[config.mk]
export PLATFORM = sky130hd
export DESIGN_NAME = pt_refill_walker
export DESIGN_NICKNAME = d
export VERILOG_FILES = /design/src/rtl/pt_refill_pkg.sv /design/src/rtl/pt_entry_addr.sv /design/src/rtl/pt_entry_update.sv /design/src/rtl/pt_refill_walker.sv
export SDC_FILE = /design/constraint.sdc
export NUM_CORES = 1
export LEC_CHECK = 0
export BUFFER_PORTS_ARGS = -buffer_cell sky130_fd_sc_hd__buf_2
export CAP_MARGIN = 15
export CORE_ASPECT_RATIO = 2
export CORE_MARGIN = 3
export CORE_UTILIZATION = 55
export CTS_BUF_LIST = sky130_fd_sc_hd__clkbuf_16
export DETAILED_ROUTE_END_ITERATION = 12
export HOLD_SLACK_MARGIN = 0.03
export PLACE_DENSITY = 0.95
export SYNTH_ARGS = -nofsm -noshare
export SYNTH_HDL_FRONTEND = slang
export SYNTH_SLANG_ARGS = --single-unit
[constraint.sdc]
create_clock -name clk -period 3.4 [get_ports clk]
set_input_delay 0.17 -clock clk [delete_from_list [all_inputs] [get_ports clk]]
set_output_delay 0.17 -clock clk [all_outputs]
set_load 0.01 [all_outputs]
[src/rtl/pt_refill_pkg.sv]
package pt_refill_pkg;

    typedef enum logic [2:0] {
        ST_IDLE  = 3'd0,
        ST_CHECK = 3'd1,
        ST_READ  = 3'd2,
        ST_WAIT  = 3'd3,
        ST_WBACK = 3'd4,
        ST_DONE  = 3'd5,
        ST_FAULT = 3'd6
    } walk_state_e;

    typedef enum logic [1:0] {
        CAUSE_NONE    = 2'd0,
        CAUSE_BOUND   = 2'd1,
        CAUSE_INVALID = 2'd2,
        CAUSE_PROTECT = 2'd3
    } fault_cause_e;

endpackage

[src/rtl/pt_entry_addr.sv]
// Bounds check against the table length and entry address generation.
module pt_entry_addr #(
    parameter int VPN_W = 11,
    parameter int PA_W  = 32
) (
    input  logic [PA_W-1:0]  tbl_base,
    input  logic [VPN_W:0]   tbl_len,
    input  logic [VPN_W-1:0] vpn,
    output logic             in_range,
    output logic [PA_W-1:0]  entry_addr
);
    localparam int IDX_W = VPN_W + 2;

    logic [IDX_W-1:0] byte_index;

    always_comb begin
        in_range   = ({1'b0, vpn} < tbl_len);
        byte_index = {vpn, 2'b00};
        entry_addr = tbl_base + PA_W'(byte_index);
    end
endmodule

[src/rtl/pt_entry_update.sv]
// Entry inspection, status-bit update and identity entry for bypass.
module pt_entry_update #(
    parameter int PTE_W = 32,
    parameter int OFF_W = 13,
    parameter int VPN_W = 11
) (
    input  logic [PTE_W-1:0] raw_entry,
    input  logic             is_write,
    input  logic [VPN_W-1:0] pass_vpn,
    output logic             entry_present,
    output logic             access_allowed,
    output logic [PTE_W-1:0] refilled,
    output logic [PTE_W-1:0] identity
);
    localparam int FRAME_W = PTE_W - OFF_W;
    localparam int D_BIT   = OFF_W - 1;
    localparam int R_BIT   = OFF_W - 2;
    localparam int W_BIT   = OFF_W - 3;
    localparam int V_BIT   = OFF_W - 4;

    always_comb begin
        entry_present  = raw_entry[V_BIT];
        access_allowed = !is_write || raw_entry[W_BIT];

        refilled        = raw_entry;
        refilled[R_BIT] = 1'b1;
        if (is_write) begin
            refilled[D_BIT] = 1'b1;
        end

        identity                     = '0;
        identity[PTE_W-1:OFF_W]      = FRAME_W'(pass_vpn);
        identity[W_BIT]              = 1'b1;
        identity[V_BIT]              = 1'b1;
    end
endmodule

[src/rtl/pt_refill_walker.sv]
// Single-level page table refill walker: one miss at a time.
module pt_refill_walker #(
    parameter int VPN_W = 11,
    parameter int OFF_W = 13,
    parameter int PA_W  = 32
) (
    input  logic              clk,
    input  logic              rst_n,
    input  logic              paging_en,
    input  logic              miss_valid,
    input  logic [VPN_W-1:0]  miss_vpn,
    input  logic              miss_write,
    input  logic [PA_W-1:0]   pt_base,
    input  logic [VPN_W:0]    pt_len,
    output logic              busy,
    output logic              mem_req_valid,
    input  logic              mem_req_ready,
    output logic              mem_req_we,
    output logic [PA_W-1:0]   mem_req_addr,
    output logic [PA_W-1:0]   mem_req_wdata,
    input  logic              mem_rsp_valid,
    input  logic [PA_W-1:0]   mem_rsp_rdata,
    output logic              done_valid,
    output logic              done_fault,
    output logic [1:0]        done_cause,
    output logic [PA_W-1:0]   done_pte
);
    import pt_refill_pkg::*;

    localparam int PTE_W = PA_W;
    localparam int LEN_W = VPN_W + 1;

    typedef struct packed {
        walk_state_e        st;
        logic [VPN_W-1:0]   vpn;
        logic               wr;
        logic [PA_W-1:0]    base;
        logic [LEN_W-1:0]   len;
        logic [PA_W-1:0]    addr;
        logic [PTE_W-1:0]   pte;
        fault_cause_e       cause;
    } walk_regs_t;

    walk_regs_t walk_d, walk_q;

    logic             in_range;
    logic [PA_W-1:0]  entry_addr;
    logic             entry_present;
    logic             access_allowed;
    logic [PTE_W-1:0] refilled;
    logic [PTE_W-1:0] identity;

    pt_entry_addr #(
        .VPN_W (VPN_W),
        .PA_W  (PA_W)
    ) addr_i (
        .tbl_base   (walk_q.base),
        .tbl_len    (walk_q.len),
        .vpn        (walk_q.vpn),
        .in_range   (in_range),
        .entry_addr (entry_addr)
    );

    pt_entry_update #(
        .PTE_W (PTE_W),
        .OFF_W (OFF_W),
        .VPN_W (VPN_W)
    ) upd_i (
        .raw_entry      (mem_rsp_rdata),
        .is_write       (walk_q.wr),
        .pass_vpn       (miss_vpn),
        .entry_present  (entry_present),
        .access_allowed (access_allowed),
        .refilled       (refilled),
        .identity       (identity)
    );

    always_comb begin
        walk_d = walk_q;
        unique case (walk_q.st)
            ST_IDLE: begin
                if (miss_valid) begin
                    walk_d.vpn   = miss_vpn;
                    walk_d.wr    = miss_write;
                    walk_d.base  = pt_base;
                    walk_d.len   = pt_len;
                    walk_d.cause = CAUSE_NONE;
                    if (!paging_en) begin
                        walk_d.pte = identity;
                        walk_d.st  = ST_DONE;
                    end else begin
                        walk_d.st  = ST_CHECK;
                    end
                end
            end
            ST_CHECK: begin
                if (in_range) begin
                    walk_d.addr = entry_addr;
                    walk_d.st   = ST_READ;
                end else begin
                    walk_d.cause = CAUSE_BOUND;
                    walk_d.st    = ST_FAULT;
                end
            end
            ST_READ: begin
                if (mem_req_ready) begin
                    walk_d.st = ST_WAIT;
                end
            end
            ST_WAIT: begin
                if (mem_rsp_valid) begin
                    if (!entry_present) begin
                        walk_d.cause = CAUSE_INVALID;
                        walk_d.st    = ST_FAULT;
                    end else if (!access_allowed) begin
                        walk_d.cause = CAUSE_PROTECT;
                        walk_d.st    = ST_FAULT;
                    end else begin
                        walk_d.pte = refilled;
                        walk_d.st  = ST_WBACK;
                    end
                end
            end
            ST_WBACK: begin
                if (mem_req_ready) begin
                    walk_d.st = ST_DONE;
                end
            end
            ST_DONE, ST_FAULT: begin
                walk_d.st = ST_IDLE;
            end
            default: begin
                walk_d.st = ST_IDLE;
            end
        endcase
    end

    always_ff @(posedge clk or negedge rst_n) begin
        if (!rst_n) begin
            walk_q <= '0;
        end else begin
            walk_q <= walk_d;
        end
    end

    always_comb begin
        busy          = (walk_q.st != ST_IDLE);
        mem_req_valid = (walk_q.st == ST_READ) || (walk_q.st == ST_WBACK);
        mem_req_we    = (walk_q.st == ST_WBACK);
        mem_req_addr  = walk_q.addr;
        mem_req_wdata = walk_q.pte;
        done_valid    = (walk_q.st == ST_DONE) || (walk_q.st == ST_FAULT);
        done_fault    = (walk_q.st == ST_FAULT);
        done_cause    = walk_q.cause;
        done_pte      = (walk_q.st == ST_DONE) ? walk_q.pte : '0;
    end
endmodule

==> out/qor.yml, run 1 <==
core_um2: 12200
crit_chain: "ha_1 -> a21oi_1 -> o21ai_0 -> a21oi_1 -> a21oi_1 -> nor3_1 -> a211o_1"
cpPeakStageDelay_ps: 620
portBuffers: 195
grt_pass1_wl_um: 33000
slew_viol_final: 0
power_switching_w: 0.00355
drive_gt1_share_pct: 31.6
finClkSkew_ps: 12.8
rows: 57
post-cts-setup-buffers: 0
drt_iter0_markers: 405
power_frac_seq_pct: 32.7
holdWs_ps: 49.2
r2r-start: "walk_q[117]"
drc: 0
min_from: "miss_vpn[8]"
r2r_setup_slack_ps: 830
post-place-ws_ps: 868
nets: 1010
ant_nets: 0
clkLatencyLatePin_ps: 410
crit_slowest_cell: "o21ai_0"
synthArstFlopShare_pct: 100
crit_top_cell: "a21oi_1"
gp_congestion: 0.911
htreeDepth: 4
ys_warn_count: 0
die_y_um: 164
fmax_mhz: 389
tritoncts: "yes"
num_vias: 6198
antenna_cells: 0
p_sw_share_pct: 40.8
synth.distinct_cells: 70
ys_seq_elements: 125
die_area_um2: 13900
rsz0062_at_grt: "false"
cts-root-buf: "clkbuf_16"
clk_path_buf_depth: 2
syn_avg_cell_area_um2: 9.95
cts.sinks: 125
multi_input_area_um2: 2970
syn_area_um2: 6860
pwr-share-clk_pct: 22.0
ir_drop_mv: 0.575
pwr-share-comb_pct: 45.3
endpoint_kind: "register"
ys_seq_area_share_pct: 45.6
areaGrowthSynthToFinish_pct: 29.2
setup_viol: 0
first_pass_iters: 5
p_total_w: 0.00870
syn_inst: 689
cp.arrival_ps: 2860
hold_violations: 0
path_clk_slew_ps: 60
synth_nets: 805
power_leakage_nw: 4.44
avgRoutedWirePerCell_um: 20.2
initial_core_util_pct: 56.2
required_ps: 3690
max_slew_margin_pct: 33.2
status: "completed"
grt_max_degree: 67
worst_slack_ps: 828
grt_overflow: 0
period_needed_ps: 2570
setup_tns_ps: 0
ios: 197
nFillCells: 834
min_path_cells: 2
cp_max_fo: 6
synth_edf_count: 0
reg2reg_depth: 7
min_period_over_period_pct: 75.6
dp_hpwl_um: 13300
worst_slew_pin_slew_ps: 1000
regArea_um2: 3130
vias_per_cell: 5.89
whs_endpoint: "walk_q[119]"
numCtsBuffers: 17
critPathLaunchType: "register"
synth_top_flop_cell: "dfrtp_1"
hp-class: "in -> reg"
gr-usage-all-layers_pct: 30.6
final_area_um2: 8860
cap_violations: 0
intPower_w: 0.00515
drt_wl_total_um: 21300
grt_pass1_vias: 6374
crit_type: "reg -> reg"
die_x_um: 84.9
antenna_found_initial: 0
r2r_end: "mem_req_addr[31]"
place_area_um2: 7420
p_per_area_nw_per_um2: 982
==> stage by stage <==
stage / utilization [%] / std cells
after floorplan: - / 689
after global placement: 60.8 / 939
after detailed placement: 60.8 / 939
after CTS: 72.6 / 1053
after global routing: 72.6 / 1053
final: 72.6 / 1053
==> cells in the mapped netlist, types with 10 or more instances <==
cell | number | area (um^2)
dfrtp_1 | 125 | 3130
and3_1 | 38 | 238
nor3_1 | 10 | 50.1
mux2_2 | 39 | 439
a22o_1 | 17 | 149
nor2_1 | 32 | 120
a21oi_1 | 14 | 70.1
clkbuf_1 | 17 | 63.8
buf_4 | 72 | 541
o21ai_0 | 40 | 200
nand2_1 | 92 | 345
inv_1 | 22 | 82.6
ha_1 | 21 | 263
a31oi_1 | 18 | 113
==> registers in the layout (all words and copies together) (netlist names) <==
signal and flops:
mem_req_addr 32, done_cause 2, walk_q 59, mem_req_wdata 32
==> metal layers <==
metal	vias up	GRT usage [%]	share of wire [%]
met5	-	0	0
met4	0	18.4	5.9
met3	97	5.22	6.0
met2	372	57.7	55
met1	2951	30.4	33
li1	2778	-	-
==> cell type report <==
class | count | share of cell area (%)
clock buffers | 17 | 4.80
flip-flops and latches | 125 | 35.3
clock inverters | 14 | 2.09
multi-input cells | 442 | 33.5
well taps | 147 | 2.08
repair buffers | 286 | 21.2
inverters | 22 | 0.932
==> critical path, delay by kind of cell, from the launching register on <==
| kind | cells | cell delay, ps |
|---|---|---|
| AOI/OAI and AO/OA | 5 | 1510 |
| DFF | 1 | 430 |
| and+or+nand+nor | 1 | 90 |
| adders and majority gates | 1 | 420 |
==> placed cells by master (no fill, tap or decap), drive strengths merged, types with 17 or more instances in the layout <==
cell and count:
buf 203, dfrtp 125, nand2 94, dlygate4sd3 83, o21ai 44, mux2 40
and3 38, nor2 33, inv 26, ha 21, a31oi 18, a21oi 18
a22o 17, clkbuf 17
==> power groups by stage <==
stage	sequential, W	clock (W)	combinational (W)
after floorplan	0.00259	0	0.00316
after global placement	0.00277	0	0.00361
after detailed placement	0.00281	0	0.00373
after CTS	0.00280	0.00192	0.00386
after global routing	0.00293	0.00200	0.00430
final	0.00284	0.00191	0.00394
==> what timing repair did <==
item,CTS,global route
hold buffers,83,0
gates resized for setup,0,0
endpoints found under the hold margin,141,0
==> kinds of logic after synthesis <==
family                     Yosys count  synth area share (%)
AOI/OAI and AO/OA                  141                  14.2
and+or+nand+nor                    223                  16.3
muxes                               41                  6.72
xor gates and xnor gates            15                  1.92
buffers and inverters              122                  11.1
adders and majority gates           22                  4.12
DFF                                125                  45.6
==> worst max-delay path by stage <==
| stage | from | end | slack (ps) | cells past startpoint |
|---|---|---|---|---|
| floorplan | walk_q[111] | mem_req_addr[30] | 1180 | 9 |
| detailed placement | walk_q[111] | mem_req_addr[30] | 870 | 9 |
| global placement | walk_q[111] | mem_req_addr[30] | 920 | 9 |
| CTS | walk_q[111] | mem_req_addr[30] | 850 | 9 |
| finish | walk_q[117] | mem_req_addr[31] | 830 | 7 |
| global route | walk_q[111] | mem_req_addr[30] | 690 | 9 |
Power figures use the tool's default switching activity.
==> inputs of run 2 (changes only) <==
--- a/config.mk
+++ b/config.mk
@@ -9,11 +9,11 @@
 export CAP_MARGIN = 15
 export CORE_ASPECT_RATIO = 2
 export CORE_MARGIN = 3
-export CORE_UTILIZATION = 55
+export CORE_UTILIZATION = 53
 export CTS_BUF_LIST = sky130_fd_sc_hd__clkbuf_16
 export DETAILED_ROUTE_END_ITERATION = 12
 export HOLD_SLACK_MARGIN = 0.03
-export PLACE_DENSITY = 0.95
+export PLACE_DENSITY = 0.92
 export SYNTH_ARGS = -nofsm -noshare
 export SYNTH_HDL_FRONTEND = slang
 export SYNTH_SLANG_ARGS = --single-unit
==> constraint.sdc (replaced) <==
create_clock -name clk -period 2.5 [get_ports clk]
set_input_delay 0.125 -clock clk [delete_from_list [all_inputs] [get_ports clk]]
set_output_delay 0.125 -clock clk [all_outputs]
set_load 0.01 [all_outputs]
==> run 2 against run 1 <==
Sequential cell count stayed put. Clock power is 25% higher. Wire length shrank 2.4%. Die area is 3.6% higher. Combinational power is 47% higher. Sequential power is 34% higher. Power grew 38%. Critical path depth grew 2. Non-clock buffer count rose by 26. Count of clock-buffer cells in the layout did not move. First-iteration DRC count down 16%. Hold slack better by 28 ps. Critical path type unchanged. Highest routed layer unchanged.
==> out/qor.yml, run 2 (synthesis gave the netlist of run 1 again) <==
final_common_cell: "buf_2"  # unchanged
setup_tns_ps: 0  # unchanged
critPathLaunchType: "register"  # unchanged
rows: 58  # was 57
ios: 197  # unchanged
htreeDepth: 4  # unchanged
core_um2: 12600  # was 12200 um^2
antenna_found_initial: 1  # was 0
largest_reg_flops: 59  # unchanged
grt_overflow: 0  # unchanged
status: "completed"  # unchanged
clkLatencyLatePin_ps: 420  # was 410 ps
rsz0062_at_grt: "false"  # unchanged
num_vias: 6193  # was 6198
grt_max_degree: 73  # was 67
fin_cells: 1083  # was 1053
post-place-ws_ps: 34.4  # was 868 ps
gp_congestion: 0.889  # was 0.911
numCtsBuffers: 17  # unchanged
period_needed_ps: 2420  # was 2570 ps
ant_nets: 0  # unchanged
path_clk_slew_ps: 50  # was 60 ps
drive_gt1_share_pct: 32.8  # was 31.6%
nFillCells: 842  # was 834
multi_input_area_um2: 3010  # was 2970 um^2
die_area_um2: 14400  # was 13900 um^2
drt_wl_total_um: 20800  # was 21300 um
grt_pass1_wl_um: 32400  # was 33000 um
top_register: "walk_q"  # unchanged
nets: 1036  # was 1010
dp_hpwl_um: 13400  # was 13300 um
areaGrowthSynthToFinish_pct: 33.0  # was 29.2%
slew_viol_final: 0  # unchanged
fmax_mhz: 412  # was 389 MHz
r2r-start: "walk_q[111]"  # was walk_q[117]
drc: 0  # unchanged
r2r_setup_slack_ps: 80  # was 830 ps
initial_core_util_pct: 54.3  # was 56.2%
vias_per_cell: 5.72  # was 5.89
dp_cells: 951  # was 939
portBuffers: 195  # unchanged
max_slew_margin_pct: 47.0  # was 33.2%
worst_slew_pin_slew_ps: 796  # was 1000 ps
cp_max_fo: 4  # was 6
crit_type: "reg -> reg"  # unchanged
gr-usage-all-layers_pct: 29.0  # was 30.6%
setup_viol: 0  # unchanged
endpoint_kind: "register"  # unchanged
reg2reg_depth: 9  # was 7
cts.sinks: 125  # unchanged
startpoint: "walk_q[111]"  # was walk_q[117]
drt_iter0_markers: 340  # was 405
die_y_um: 167  # was 164 um
finClkSkew_ps: 8.66  # was 12.8 ps
final_cell_mix: "194 x buf_2, 125 x dfrtp_1, 95 x dlygate4sd3_1"  # was 194 x buf_2, 125 x dfrtp_1, 92 x nand2_1
cp.arrival_ps: 2710  # was 2860 ps
power_leakage_nw: 4.54  # was 4.44 nW
regArea_um2: 3130  # unchanged
r2r_end: "mem_req_addr[24]"  # was mem_req_addr[31]
cap_violations: 0  # unchanged
ir_drop_mv: 0.927  # was 0.575 mV
min_period_over_period_pct: 97.0  # was 75.6%
worst_slack_ps: 75.4  # was 828 ps
clk_path_buf_depth: 2  # unchanged
required_ps: 2780  # was 3690 ps
hp-class: "in -> reg"  # unchanged
die_x_um: 86.4  # was 84.9 um
p_per_area_nw_per_um2: 1310  # was 982 nW/um^2
hold_violations: 0  # unchanged
cts-root-buf: "clkbuf_16"  # unchanged
grt_pass1_vias: 6447  # was 6374
tritoncts: "yes"  # unchanged
avgRoutedWirePerCell_um: 19.2  # was 20.2 um
fin_util_pct: 72.2  # was 72.6%
first_pass_iters: 5  # unchanged
setup.worst_path.end: "mem_req_addr[24]"  # was mem_req_addr[31]
## run 2: changes by cell type in the layout (fill, tap and decap cells not counted), moves of 2 or more
| cell | before | now |
|---|---|---|
| buf_4 | 8 | 19 |
| bufinv_16 | 5 | 3 |
| buf_12 | 1 | 4 |
| dlygate4sd3_1 | 83 | 95 |
## run 2: report_power, final
group	total, W	internal (W)	switching [W]	leakage, nW
combinational	0.00579	0.00256	0.00323	2.73
clock	0.00238	0.00152	0.000851	0.287
sequential	0.00381	0.00300	0.000805	1.53
total	0.0120	0.00709	0.00489	4.54
## run 2: worst min path at each step
stage | from | to | slack, ps | cells after the start
2_1_floorplan | rst_n | done_cause[0] | -170 | 0
3_3_place_gp | rst_n | mem_req_wdata[7] | 170 | 1
3_5_place_dp | rst_n | mem_req_wdata[1] | 180 | 1
4_1_cts | miss_valid | walk_q[122] | 70 | 3
5_1_grt | miss_valid | walk_q[122] | 120 | 3
6_report | miss_valid | walk_q[122] | 80 | 3
## run 2: area by class of cell
type | count | area share, %
clock buffers | 17 | 4.67
inverters | 22 | 0.906
multi-input cells | 442 | 33.0
clock inverters | 14 | 1.51
well taps | 150 | 2.06
flip-flops and latches | 125 | 34.3
diodes | 1 | 0.0275
repair buffers | 312 | 23.5
## run 2: metrics by stage
stage	hold slack [ps]	power (W)	area, um^2
after floorplan	-171	0.00783	6860
after global placement	169	0.00884	7520
after detailed placement	177	0.00904	7520
after CTS	73.7	0.0117	9050
after global routing	125	0.0127	9110
final	77.2	0.0120	9110
## run 2: timing repair
action | 4_1_cts | 5_1_grt
hold endpoints to repair | 130 | 0
hold buffers | 95 | 0
setup buffers | 1 | 4
pin swaps | 1 | 5
setup endpoints to repair | 2 | 7
resized for setup | 1 | 10
## run 2: critical path, cell delays in order, from the launching register on
cell       delay, ps
dfrtp_1          360
ha_2             200
inv_2             40
fa_2             350
and2b_2          250
o2111ai_4        160
a21bo_2          290
a311oi_2         360
xnor2_1          190
o21ai_1           90
## run 2: layer usage
metal	vias up	global-route usage [%]	wire length (um)
met2	325	54.4	11500
met4	0	16.1	956
li1	2823	-	-
met5	-	0	0
met3	79	6.04	1320
met1	2966	28.1	6980
